$ cat src/rtl/hs_link_pkg.sv
package hs_link_pkg;
  typedef enum logic [2:0] {
    ST_LISTEN,
    ST_RECV,
    ST_REND,
    ST_SSTART,
    ST_SEND
  } hs_state_e;

  localparam logic [7:0] AP_PKT_TYPE = 8'h01;
  localparam logic [7:0] AP_CMD_CODE = 8'h01;
endpackage

$ cat src/rtl/hs_rx_buf.sv
module hs_rx_buf #(
  parameter int DEPTH = 16,
  localparam int CW = $clog2(DEPTH + 1)
) (
  input  logic                 clk_i,
  input  logic                 rst_ni,
  input  logic                 wr_i,
  input  logic [7:0]           wdata_i,
  input  logic                 clr_i,
  output logic [CW-1:0]        cnt_o,
  output logic [DEPTH*8-1:0]   data_o
);
  logic [CW-1:0] cnt_q;

  always_ff @(posedge clk_i or negedge rst_ni) begin
    if (!rst_ni) cnt_q <= '0;
    else if (clr_i) cnt_q <= '0;
    else if (wr_i && cnt_q < CW'(DEPTH)) cnt_q <= cnt_q + CW'(1);
  end

  for (genvar g = 0; g < DEPTH; g++) begin : g_byte
    always_ff @(posedge clk_i or negedge rst_ni) begin
      if (!rst_ni) data_o[g*8 +: 8] <= '0;
      else if (wr_i && cnt_q == CW'(g)) data_o[g*8 +: 8] <= wdata_i;
    end
  end

  assign cnt_o = cnt_q;

  AST_RX_LEN_SAT: assert property (@(posedge clk_i) disable iff (!rst_ni)
    (wr_i && !clr_i && cnt_q == CW'(DEPTH)) |=> (cnt_q == CW'(DEPTH)));
endmodule

$ cat src/rtl/hs_tx_queue.sv
module hs_tx_queue #(
  parameter int DEPTH = 8,
  localparam int LW = $clog2(DEPTH + 1),
  localparam int IW = $clog2(DEPTH)
) (
  input  logic               clk_i,
  input  logic               rst_ni,
  input  logic               push_i,
  input  logic [LW-1:0]      len_i,
  input  logic [DEPTH*8-1:0] data_i,
  input  logic               done_i,
  input  logic [IW-1:0]      sel_i,
  output logic               pending_o,
  output logic [LW-1:0]      len_o,
  output logic [7:0]         byte_o
);
  logic [7:0] mem_q [DEPTH];

  always_ff @(posedge clk_i or negedge rst_ni) begin
    if (!rst_ni) begin
      pending_o <= 1'b0;
      len_o     <= '0;
    end else if (push_i) begin
      pending_o <= 1'b1;
      len_o     <= len_i;
    end else if (done_i) begin
      pending_o <= 1'b0;
      len_o     <= '0;
    end
  end

  for (genvar g = 0; g < DEPTH; g++) begin : g_slot
    always_ff @(posedge clk_i or negedge rst_ni) begin
      if (!rst_ni) mem_q[g] <= '0;
      else if (push_i) mem_q[g] <= data_i[g*8 +: 8];
    end
  end

  assign byte_o = mem_q[sel_i];

  AST_PUSH_ONLY_IDLE: assert property (@(posedge clk_i) disable iff (!rst_ni)
    push_i |-> !pending_o);
endmodule

$ cat src/rtl/hs_link_ctrl.sv
module hs_link_ctrl
  import hs_link_pkg::*;
#(
  parameter int RX_DEPTH = 16,
  parameter int TX_DEPTH = 8,
  localparam int RX_CW = $clog2(RX_DEPTH + 1),
  localparam int TX_LW = $clog2(TX_DEPTH + 1),
  localparam int TX_IW = $clog2(TX_DEPTH)
) (
  input  logic                  clk_i,
  input  logic                  rst_ni,
  input  logic                  byte_evt_i,
  input  logic                  req_ni,
  input  logic [7:0]            sr_rdata_i,
  output logic                  tip_no,
  output logic                  ack_no,
  output logic                  sr_dir_out_o,
  output logic                  sr_load_o,
  output logic [7:0]            sr_wdata_o,
  input  logic                  cmd_valid_i,
  input  logic                  cmd_autopoll_i,
  input  logic                  cmd_ap_en_i,
  input  logic [TX_LW-1:0]      cmd_len_i,
  input  logic [TX_DEPTH*8-1:0] cmd_data_i,
  output logic                  cmd_busy_o,
  output logic                  pkt_valid_o,
  output logic [RX_CW-1:0]      pkt_len_o,
  output logic [RX_DEPTH*8-1:0] pkt_data_o
);
  hs_state_e         state_q;
  logic [TX_LW-1:0]  idx_q;
  logic              tx_pending, tx_push, tx_done, send_go;
  logic [TX_LW-1:0]  tx_len, push_len;
  logic [TX_DEPTH*8-1:0] push_data;
  logic [TX_IW-1:0]  tx_sel;
  logic [7:0]        tx_byte;
  logic              rx_wr, rx_clr;
  logic [RX_CW-1:0]  rx_cnt;
  logic              len_ok;

  // command acceptance
  assign len_ok  = cmd_len_i >= TX_LW'(2) && cmd_len_i <= TX_LW'(TX_DEPTH);
  assign tx_push = cmd_valid_i && !tx_pending && (cmd_autopoll_i || len_ok);

  always_comb begin
    push_data = cmd_data_i;
    push_len  = cmd_len_i;
    if (cmd_autopoll_i) begin
      push_data       = '0;
      push_data[7:0]  = AP_PKT_TYPE;
      push_data[15:8] = AP_CMD_CODE;
      push_data[23:16] = {7'd0, cmd_ap_en_i};
      push_len        = TX_LW'(3);
    end
  end

  assign send_go = state_q == ST_LISTEN && !byte_evt_i && tx_pending && req_ni;
  assign tx_done = byte_evt_i && state_q == ST_SEND && idx_q >= tx_len;
  assign rx_wr   = byte_evt_i && state_q == ST_RECV;
  assign rx_clr  = byte_evt_i && state_q == ST_REND;

  always_comb begin
    case (state_q)
      ST_LISTEN: tx_sel = '0;
      ST_SSTART: tx_sel = TX_IW'(1);
      default:   tx_sel = idx_q[TX_IW-1:0];
    endcase
  end

  hs_tx_queue #(.DEPTH(TX_DEPTH)) u_txq (
    .clk_i, .rst_ni,
    .push_i(tx_push), .len_i(push_len), .data_i(push_data),
    .done_i(tx_done), .sel_i(tx_sel),
    .pending_o(tx_pending), .len_o(tx_len), .byte_o(tx_byte)
  );

  hs_rx_buf #(.DEPTH(RX_DEPTH)) u_rxb (
    .clk_i, .rst_ni,
    .wr_i(rx_wr), .wdata_i(sr_rdata_i), .clr_i(rx_clr),
    .cnt_o(rx_cnt), .data_o(pkt_data_o)
  );

  always_ff @(posedge clk_i or negedge rst_ni) begin
    if (!rst_ni) begin
      state_q      <= ST_LISTEN;
      tip_no       <= 1'b1;
      ack_no       <= 1'b1;
      sr_dir_out_o <= 1'b0;
      sr_load_o    <= 1'b0;
      sr_wdata_o   <= '0;
      idx_q        <= '0;
      pkt_valid_o  <= 1'b0;
      pkt_len_o    <= '0;
    end else begin
      sr_load_o   <= 1'b0;
      pkt_valid_o <= 1'b0;
      case (state_q)
        ST_LISTEN: begin
          if (byte_evt_i) begin
            if (!req_ni) begin  // lead byte discarded
              tip_no  <= 1'b0;
              state_q <= ST_RECV;
            end
          end else if (send_go) begin
            sr_dir_out_o <= 1'b1;
            sr_load_o    <= 1'b1;
            sr_wdata_o   <= tx_byte;
            tip_no       <= 1'b0;
            state_q      <= ST_SSTART;
          end
        end
        ST_RECV: if (byte_evt_i) begin
          if (!req_ni) ack_no <= ~ack_no;
          else begin
            ack_no  <= 1'b1;
            tip_no  <= 1'b1;
            state_q <= ST_REND;
          end
        end
        ST_REND: if (byte_evt_i) begin
          pkt_valid_o <= 1'b1;
          pkt_len_o   <= rx_cnt;
          if (!req_ni) begin
            tip_no  <= 1'b0;
            state_q <= ST_RECV;
          end else state_q <= ST_LISTEN;
        end
        ST_SSTART: if (byte_evt_i) begin
          if (!req_ni) begin  // collision: back off, keep packet queued
            sr_dir_out_o <= 1'b0;
            tip_no       <= 1'b1;
            ack_no       <= 1'b1;
            state_q      <= ST_LISTEN;
          end else begin
            sr_load_o  <= 1'b1;
            sr_wdata_o <= tx_byte;
            ack_no     <= ~ack_no;
            idx_q      <= TX_LW'(2);
            state_q    <= ST_SEND;
          end
        end
        ST_SEND: if (byte_evt_i) begin
          if (idx_q < tx_len) begin
            sr_load_o  <= 1'b1;
            sr_wdata_o <= tx_byte;
            ack_no     <= ~ack_no;
            idx_q      <= idx_q + TX_LW'(1);
          end else begin
            sr_dir_out_o <= 1'b0;
            ack_no       <= 1'b1;
            tip_no       <= 1'b1;
            idx_q        <= '0;
            state_q      <= ST_LISTEN;
          end
        end
        default: state_q <= ST_LISTEN;
      endcase
    end
  end

  assign cmd_busy_o = tx_pending;

  AST_IDLE_LINES: assert property (@(posedge clk_i) disable iff (!rst_ni)
    (state_q == ST_LISTEN) |-> (tip_no && ack_no));
  AST_RX_ACK_TOGGLE: assert property (@(posedge clk_i) disable iff (!rst_ni)
    (state_q == ST_RECV && byte_evt_i && !req_ni) |=> (ack_no != $past(ack_no)));
  AST_DELIVER_PULSE: assert property (@(posedge clk_i) disable iff (!rst_ni)
    pkt_valid_o |=> !pkt_valid_o);
  AST_START_NEEDS_REQ_HIGH: assert property (@(posedge clk_i) disable iff (!rst_ni)
    (state_q == ST_SSTART && $past(state_q) == ST_LISTEN) |-> $past(req_ni));
  AST_SEND_DIR_OUT: assert property (@(posedge clk_i) disable iff (!rst_ni)
    (state_q == ST_SSTART || state_q == ST_SEND) |-> (sr_dir_out_o && !tip_no));
  AST_COLLISION_KEEPS_PENDING: assert property (@(posedge clk_i) disable iff (!rst_ni)
    (state_q == ST_SSTART && byte_evt_i && !req_ni) |=> (cmd_busy_o && !sr_dir_out_o));
endmodule

$ cat config.mk
export PLATFORM = sky130hd
export DESIGN_NAME = hs_link_ctrl
export DESIGN_NICKNAME = d
export VERILOG_FILES = /design/src/rtl/hs_link_pkg.sv /design/src/rtl/hs_rx_buf.sv /design/src/rtl/hs_tx_queue.sv /design/src/rtl/hs_link_ctrl.sv
export SDC_FILE = /design/constraint.sdc
export NUM_CORES = 1
export LEC_CHECK = 0
export BUFFER_PORTS_ARGS = -buffer_cell sky130_fd_sc_hd__buf_4
export CAP_MARGIN = 20
export CORE_ASPECT_RATIO = 1.4
export CORE_MARGIN = 5
export CORE_UTILIZATION = 52
export DETAILED_ROUTE_END_ITERATION = 7
export PLACE_DENSITY = 0.77
export SLEW_MARGIN = 20
export SYNTH_ARGS = -nofsm -noshare
export SYNTH_HDL_FRONTEND = slang
export SYNTH_SLANG_ARGS = --single-unit
export TNS_END_PERCENT = 1
$ cat constraint.sdc
create_clock -name clk_i -period 6.2 [get_ports clk_i]
set_input_delay 0.62 -clock clk_i [delete_from_list [all_inputs] [get_ports clk_i]]
set_output_delay 0.62 -clock clk_i [all_outputs]
set_load 0.005 [all_outputs]
After elaboration in Yosys (flattened, before gate mapping)

Cells that the tools add are included.

Bits of input ports: 83
Logic and storage cells: 193
Output and inout port bits: 147
Register bits after elaboration: 227

Equality and inequality tests: 32
Reductions and logical operators: 45
Bitwise gates (word level): 2
Add/subtract/negate cells: 2
$lt $le $gt $ge: 6
Multiplexer cells: 70

Operators with widths:

| operator             | number |
|---|---|
| $mux W64             | 1 |
| $mux W8              | 8 |
| $eq A5 B4 Y1 const B | 8 |
| $mux W1              | 33 |
| $mux W3              | 10 |
| $mux W4              | 7 |
| $logic_and A1 B1 Y1  | 27 |
| $bmux W8 S3          | 1 |
| $pmux W8 S3          | 1 |
| $eq A5 B3 Y1 const B | 4 |
| $ne A2 B2 Y1 const B | 10 |
| $pmux W3 S5          | 1 |
| $reduce_and A7 Y1    | 2 |
| $eq A5 B2 Y1 const B | 2 |
| $mux W5              | 2 |
| $pmux W1 S3          | 3 |
| $reduce_and A9 Y1    | 1 |
| $pmux W4 S2          | 1 |
| $reduce_and A4 Y1    | 2 |
| $reduce_and A8 Y1    | 1 |
| $eq A3 B2 Y1 const B | 2 |
| $ne A3 B3 Y1 const B | 2 |
| $pmux W3 S2          | 1 |
| $reduce_bool A2 Y1   | 3 |
| 22 further kinds     | 24 |

Logic depth before layout (Yosys ltp)

Gate-level depths: netlist (run 1).

Word-level depth: 9
Mapped depth: 11
Gate-level depth less buffers: 8

By module

From an unflattened synthesis (run 1), not the netlist that was laid out.

Cells, all modules: 721
Area total of the unflattened synthesis: 10213.5 µm²

By module, submodules not included:

| module       | times used | area an instance (µm²) | cells each | sequential area each (µm²) |
|---|---|---|---|---|
| hs_rx_buf    | 1          | 5237.5                 | 327        | 3328.2 |
| hs_tx_queue  | 1          | 3079.2                 | 177        | 1726.7 |
| hs_link_ctrl | 1          | 1896.8                 | 217        | 628.1 |

Worst setup path before layout (run 1)

Ideal clock, no wire load.

Kind: register -> register
From: register idx_q[0]
To: register u_txq.len_o[2]
Data required time: 6.079 ns
Stages on the path, launching flop included: 10
Arrival: 2.214 ns
Path slack: 3.865 ns
Clock period less this slack: 2.335 ns
Path buffers: 2
Setup time: 0.121 ns
Path through: dfrtp_1 > buf_2 > inv_2 > buf_2 > ha_1 > or2b_2 > a21oi_1 > o311ai_0 > and2_1 > a22o_1

Cells in the longest elaborated chain, start to end: 3

RTL lines:

| item                         | line                | RTL |
|---|---|---|
| from (decl)                  | hs_link_ctrl.sv:31  | `logic [TX_LW-1:0] idx_q;` |
| from (signal assigned)       | hs_link_ctrl.sv:147 | `idx_q <= idx_q + TX_LW'(1);` |
| $ge A4 B4 Y1                 | hs_link_ctrl.sv:58  | `assign tx_done = byte_evt_i && state_q == ST_SEND && idx_q >= tx_len;` |
| $logic_and A1 B1 Y1          | hs_link_ctrl.sv:58  |  |
| $reduce_bool A2 Y1 (no line) | -                   |  |
| to (signal assigned)         | hs_tx_queue.sv:25   | `len_o <= len_i;` |
| to (decl)                    | hs_tx_queue.sv:14   | `output logic [LW-1:0] len_o,` |

No other way between the ends.
A chain may end at the register's enable or synchronous reset.

Worst setup path after layout (run 1)

From: register idx_q[0]
To: register sr_wdata_o[3]

Cells in the longest elaborated chain, start to end: 8
Elaborated cells between the ends (all ways): 15
Classes of those cells: 1 x order compare; 1 x eq/ne; 11 x mux; 1 x bitwise; 1 x reduce/logical

RTL lines:

| item                                        | line                                                          | RTL |
|---|---|---|
| $pmux W3 S2                                 | hs_link_ctrl.sv:63                                            | `case (state_q)` |
| $not A3 Y4 (not written as such)            | hs_tx_queue.sv:39                                             | `assign byte_o = mem_q[sel_i];` |
| $bmux W8 S3                                 | hs_tx_queue.sv:39                                             |  |
| $mux W8 (not written as such) (2 in series) | hs_tx_queue.sv:39                                             |  |
| $mux W8 (on tied branches)                  | hs_link_ctrl.sv:143, hs_link_ctrl.sv:104, hs_link_ctrl.sv:129 |  |
| $mux W8 (on tied branches)                  | hs_link_ctrl.sv:142, hs_link_ctrl.sv:99, hs_link_ctrl.sv:128  |  |
| $pmux W8 S3                                 | hs_link_ctrl.sv:97                                            | `case (state_q)` |
| to (signal assigned)                        | hs_link_ctrl.sv:107                                           | `sr_wdata_o <= tx_byte;` |
| to (signal assigned)                        | hs_link_ctrl.sv:136                                           | `sr_wdata_o <= tx_byte;` |
| to (signal assigned)                        | hs_link_ctrl.sv:145                                           | `sr_wdata_o <= tx_byte;` |
| to (decl)                                   | hs_link_ctrl.sv:19                                            | `output logic [7:0] sr_wdata_o,` |

Several ways; a longest one is shown, not always the timed one. The select of a mux whose other input is x is not followed.

==> results of run 1 <==
## worst reg2reg max path, stage by stage (launching register included)
cell	delay (ns)
dfrtp_1	0.87
inv_2	0.34
ha_1	0.29
or2b_2	0.28
a21oi_1	0.42
o31a_1	0.66
nor2_2	0.19
a211oi_1	0.25
## power breakdown
| part | internal, mW | switching [mW] |
|---|---|---|
| registers | 1.92 | 0.399 |
| logic | 0.984 | 1.04 |
| clock network | 0.731 | 0.544 |
| total | 3.63 | 1.98 |
## flip-flops by register name, summed over array words and instances (netlist names)
name / cells
pkt_valid_o: 1
sr_wdata_o: 8
u_txq.len_o: 4
u_txq.pending_o: 1
u_rxb.data_o: 128
tip_no: 1
pkt_len_o: 5
sr_dir_out_o: 1
u_txq.mem_q: 64
idx_q: 4
ack_no: 1
u_rxb.cnt_o: 5
sr_load_o: 1
state_q: 3
## routing by layer
metal | up-vias | share of wire, % | global-route usage, %
met5 | - | 0 | 0
met4 | 0 | 3.7 | 8.73
met3 | 65 | 6.0 | 4.28
met2 | 298 | 53 | 40.7
met1 | 3925 | 38 | 26.5
li1 | 3740 | - | -
## per-stage QoR
stage / util, % / hold slack [ns] / std cells / worst slack (ns) / instance area (um2)
2_1_floorplan: - / 0.324 / 941 / 3.86 / 10700
3_3_place_gp: 61.0 / 0.453 / 1364 / 2.90 / 12400
3_5_place_dp: 61.0 / 0.466 / 1364 / 2.84 / 12400
4_1_cts: 64.4 / 0.208 / 1399 / 2.82 / 13100
5_1_grt: 64.4 / 0.248 / 1399 / 2.57 / 13100
6_report: 64.4 / 0.171 / 1399 / 2.81 / 13100
## layout make-up
cell class / instances / share of cell area (%)
clock buffer: 31 / 4.99
multi-input combinational: 629 / 35.0
inverter: 17 / 0.581
clock inverter: 4 / 0.200
timing repair buffer: 235 / 13.5
tap: 256 / 2.44
sequential: 227 / 43.3
## cell usage after synthesis, types with 14 or more instances
cell type	count
dfrtp_1	225
mux2_2	111
nand2_1	95
o21ai_0	87
nand2b_1	76
clkbuf_1	34
mux2_1	24
o211ai_1	24
nor2_1	23
a21oi_1	20
buf_2	20
nand2_2	14
## logic make-up after synthesis
kind of cell    share of synthesized area (%)
compound gates                           13.7
xor+xnor                                0.164
fa+ha+maj                                1.17
buf+inv                                  4.16
flops                                    53.0
mux                                      14.4
simple gates                             13.3
## final timing paths
kind | depth (start not counted) | to | startpoint
max in group asynchronous | 2 | u_txq.mem_q[49] | rst_ni
min in group clk_i | 2 | u_txq.len_o[2] | cmd_len_i[2]
hold reg to reg | 2 | u_txq.mem_q[41] | u_txq.mem_q[41]
setup reg to reg | 7 | sr_wdata_o[3] | idx_q[0]
setup / recovery | 7 | sr_wdata_o[3] | idx_q[0]
hold / removal | 1 | u_rxb.data_o[49] | rst_ni
==> out/results.ini, run 1 <==
[die]
die_area_um2=23600
num_rows=62
die_y_um=180
io-pin-count=230
start_util_pct=52.5
fp.dieW_um=131
core_area_um2=20400

[clock_network]
cts_root_buf=clkbuf_16
cts_num_sinks=227
cts_buffers=22
cts_resized=0
cts_hold_buf=0
post-cts-setup-buffer-count=0
clockBufferDepth=3
cts_tree=built
htree_levels=1
clkTransAtPathRegs_ns=0.07
insertion_delay_ns=0.51

[route]
viasPerCell=5.74
route.detailed.drc=0
ant_nets=0
wire_per_inst_um=19.7
initialDrtViolationCount=427
vias=8028
route.final.wire_length_mm=27.6
first_pass_iters=5

[critical_path]
crit_arrival_ns=3.81
cp.buffers_inverters=1
criticalPathCategory=reg2reg
cp_slowest_cell=dfrtp_1
cp-start-kind=flop
critPathCaptureType=flop
slowest_delay_ns=0.87
crit_family=compound AO/OA/AOI/OAI gates
path_max_fanout=21
r2r_slack_ns=2.81
required_ns=6.62
worstPathCellList=inv_2 > ha_1 > or2b_2 > a21oi_1 > o31a_1 > nor2_2 > a211oi_1

[timing]
maxSlewHeadroom_pct=36.6
slew_viol_final=0
worstMarginPinSlew_ns=0.951
setup_tns_ns=0
fin_worst_skew_ns=0.0195
timing.fmax_mhz=295
rsz0062_at_grt=no
hold_viol_final=0
fin_crit_ns=3.39
period_share_pct=54.7
setup_violations=0

[power_and_ir_drop]
power_mw=5.61
p_leak_nw=6.38
power.density_nw_per_um2=428
peakVddDrop_mv=0.253

[global_route]
grt_pass1_wl_mm=44.0
track_usage_pct=22.6
grt_pass1_vias=8071
grt_max_degree=118
antenna_found_initial=0
grt-ovfl-total=0

[layout]
diodes=0
multiInputGateArea_um2=4600
layout_common_cells=buf_4, dfrtp_1, mux2_2, nand2_1, o21ai_0
areaGrowthSynthToFinish_pct=22.6
layout.nets=1225
fillCellCount=1653
final_common_cell=buf_4
seq_area_um2=5680
drive_above_1_share_pct=37.0

[synth]
synth_top_area_share_pct=52.6
synthArstFlopShare_pct=100
synthesis.area_um2=10700
ys_ff_latch=227
syn_nets=1034
synth.distinct_cells=76
ys_dominant_reg_cell=dfrtp_1
yosys.area.top_type=dfrtp_1
yosysSeqAreaShare_pct=53.0
synth_edf_count=0
syn_inst=941
synth_area_leaders=dfrtp_1, mux2_2, nand2b_1
synth_warnings=0
syn_avg_cell_area_um2=11.4

[flow_run]
drv_cap=0

[outcome]
status=completed

[hold_path]
min_path_type=in2async

[place]
dp_hpwl_mm=19.8
portBuffers=229
gp_congestion=0.882

Note: power is estimated with default switching activity, not from simulation.
==> run 2: changes to the inputs <==
ABC_AREA = 1   (was unset)
CORE_UTILIZATION = 48   (was 52)
PLACE_DENSITY = 0.76   (was 0.77)
clock period = 3.1 ns   (was 6.2 ns; I/O delays follow)
==> out/results.ini, run 2 <==
[outcome]
status=completed

[critical_path]
crit_arrival_ns=2.72  ; -1.09 ns
worstPathCellList=nor2_2 > nand2_1 > nand2_1 > nor2_2 > nand3_1 > nand3_1 > nand3_1 > nand2_1
cp_slowest_cell=nor2_2
crit_family=simple AND/OR/NAND/NOR gates
required_ns=3.54  ; -3.08 ns
cp.buffers_inverters=0  ; -1
cp-start-kind=flop
criticalPathCategory=reg2reg
path_max_fanout=17  ; -19%
slowest_delay_ns=0.54  ; -0.33 ns
critPathCaptureType=flop

[die]
die_y_um=178  ; -1.2%
io-pin-count=230  ; unchanged
fp.dieW_um=130  ; -1.1%
start_util_pct=48.6  ; -3.9 points
num_rows=61  ; -1.6%
die_area_um2=23100  ; -2.3%
core_area_um2=19800  ; -2.7%

[synth]
synth_warnings=0  ; unchanged
synth_top_area_share_pct=58.4  ; +5.8 points
synth_most_common_cell=nand2_1
yosysSeqAreaShare_pct=58.9  ; +5.9 points
synthesis.area_um2=9650  ; -10%
ys_ff_latch=227  ; unchanged
synth_area_leaders=dfrtp_1, nand2_1, nand3_1
synth_common_cells=nand2_1, dfrtp_1, nand3_1
syn_avg_cell_area_um2=8.91  ; -22%
synth_edf_count=0  ; unchanged
ys_dominant_reg_cell=dfrtp_1
syn_inst=1082  ; +15%
syn_nets=1175  ; +14%
synth.distinct_cells=33  ; -57%
synthArstFlopShare_pct=100  ; unchanged
yosys.area.top_type=dfrtp_1

[timing]
fin_worst_skew_ns=0.0112  ; -0.00833 ns
setup_violations=0  ; unchanged
hold_viol_final=0  ; unchanged
timing.fmax_mhz=440  ; +49%
maxSlewHeadroom_pct=51.6  ; +15 points
worstMarginPinSlew_ns=0.725  ; -0.225 ns
setup_tns_ns=0  ; unchanged
period_share_pct=73.3  ; +19 points
fin_crit_ns=2.27  ; -1.12 ns
rsz0062_at_grt=no
slew_viol_final=0  ; unchanged

[clock_network]
cts_root_buf=clkbuf_16
cts_resized=0  ; unchanged
cts_buffers=23  ; +4.5%
htree_levels=1  ; unchanged
cts_num_sinks=227  ; unchanged
insertion_delay_ns=0.51  ; about the same
clockBufferDepth=3  ; unchanged
cts_tree=built
clkTransAtPathRegs_ns=0.06  ; about the same

[place]
dp.cells=1518  ; +11%
gp_congestion=0.969  ; +9.9%
dp_hpwl_mm=19.9  ; +0.56%
portBuffers=229  ; unchanged

[layout]
reg_top3=u_rxb.data_o (128), u_txq.mem_q (64), sr_wdata_o (8)
diodes=0  ; unchanged
fillCellCount=1737  ; +5.1%
layout.nets=1387  ; +13%
final_common_cell=nand2_1
largest_reg_flops=128  ; unchanged
layout_common_cells=nand2_1, buf_4, dfrtp_1, nand3_1, o21ai_0
finalNonFillerCells=1560  ; +12%
drive_above_1_share_pct=23.8  ; -13 points
areaGrowthSynthToFinish_pct=27.7
largest-register=u_rxb.data_o

[route]
route.detailed.drc=0  ; unchanged
vias=8223  ; +2.4%
viasPerCell=5.27  ; -8.1%
first_pass_iters=5  ; unchanged
route.final.wire_length_mm=27.7  ; +0.52%
initialDrtViolationCount=627  ; +47%
ant_nets=0  ; unchanged
wire_per_inst_um=17.8  ; -9.9%

[power_and_ir_drop]
peakVddDrop_mv=0.665  ; +160%
pwr-share-comb_pct=36.6  ; +0.6 points
p_sw_mw=4.20  ; +110%
clkPwrFrac_pct=23.8  ; +1.1 points
swShare_pct=36.3  ; +1.1 points
power.density_nw_per_um2=939  ; +120%
power_mw=11.6  ; +110%
p_leak_nw=6.24  ; -2.2%
p_int_mw=7.36  ; +100%
pwr-share-seq_pct=39.5  ; -1.8 points

[global_route]
grt_pass1_wl_mm=44.0  ; about the same
antenna_found_initial=0  ; unchanged
track_usage_pct=24.0  ; +1.4 points
grt_max_degree=95  ; -19%
grt_pass1_vias=8396  ; +4.0%
grt-ovfl-total=0  ; unchanged

[flow_run]
drv_cap=0  ; unchanged

[hold_path]
min_path_type=in2reg

[run 2: cell count changes in the layout (fill, tap and decap cells not counted), sizes merged, moves of 9 or more]
| cell | previous run | this run |
|---|---|---|
| nand2 | 109 | 289 |
| mux2 | 135 | 0 |
| o21ai | 90 | 216 |
| nand3 | 9 | 119 |
| inv | 15 | 110 |
| nand2b | 76 | 0 |
| o211ai | 24 | 2 |
| o2111ai | 13 | 0 |
| a21oi | 20 | 11 |
[run 2: worst min-delay path, delay by kind of cell]
family | cells | cell delay [ns]
simple gates | 1 | 0.04
compound gates | 1 | 0.06
buf+inv | 1 | 0.08
[run 2: what timing repair did]
action / in CTS / in global routing
hold endpoints to repair: 93 / 0
endpoints found under the setup margin: 0 / 0
hold buffers: 3 / 0
setup buffers: 0 / 0
[run 2: power groups by stage]
stage	logic (mW)	clock network, mW	registers (mW)
after floorplan	2.43	0	4.52
after global placement	4.12	0	4.56
after detailed placement	4.22	0	4.59
after CTS	4.25	2.81	4.57
after global routing	4.75	2.94	4.68
final	4.24	2.76	4.57
[run 2: kinds of logic (layout without fill, tap and decap cells)]
kind of cell	Yosys count	after routing	share of synthesized area (%)
DFF	227	227	58.9
AOI/OAI and AO/OA	233	233	12.3
adders and majority gates	10	10	1.30
and+or+nand+nor	449	449	20.7
buffers and inverters	163	389	6.80
[run 2: final cells by class]
| cell class | instances | area [um2] | share of cell area, % |
|---|---|---|---|
| Sequential cell | 227 | 5680 | 46.1 |
| Multi-Input combinational cell | 692 | 3310 | 26.8 |
| Timing Repair Buffer | 240 | 1840 | 14.9 |
| Clock buffer | 38 | 752 | 6.10 |
| Inverter | 110 | 413 | 3.35 |
| Tap cell | 252 | 315 | 2.56 |
| Clock inverter | 1 | 8.76 | 0.0711 |
[run 2: path summary, 6_finish.rpt]
check                                    to  slack [ns]        startpoint  depth (start not counted)
max                           sr_wdata_o[4]        0.83        state_q[0]                          8
min reg2reg                u_rxb.data_o[94]        0.49  u_rxb.data_o[94]                          2
min in group asynchronous  u_rxb.data_o[86]        0.42            rst_ni                          2
max in group asynchronous            ack_no        1.77            rst_ni                          3
min                         u_txq.mem_q[23]        0.02    cmd_data_i[47]                          3
max reg2reg                   sr_wdata_o[4]        0.83        state_q[0]                          8
[run 2: stage by stage]
stage / util (%) / setup slack, ns / hold WS, ns / area (um2)
after floorplan: - / 1.50 / 0.0144 / 9650
after global placement: 58.1 / 0.973 / 0.387 / 11500
after detailed placement: 58.1 / 0.867 / 0.384 / 11500
after CTS: 62.1 / 0.848 / 0.00188 / 12300
after global routing: 62.1 / 0.573 / 0.0105 / 12300
final: 62.1 / 0.827 / 0.0158 / 12300
[run 2: layer usage]
metal	part of all wire, %	global-route usage [%]
met1	38	29.1
met2	51	41.4
met3	8.2	6.62
met4	3.2	7.28
met5	0	0
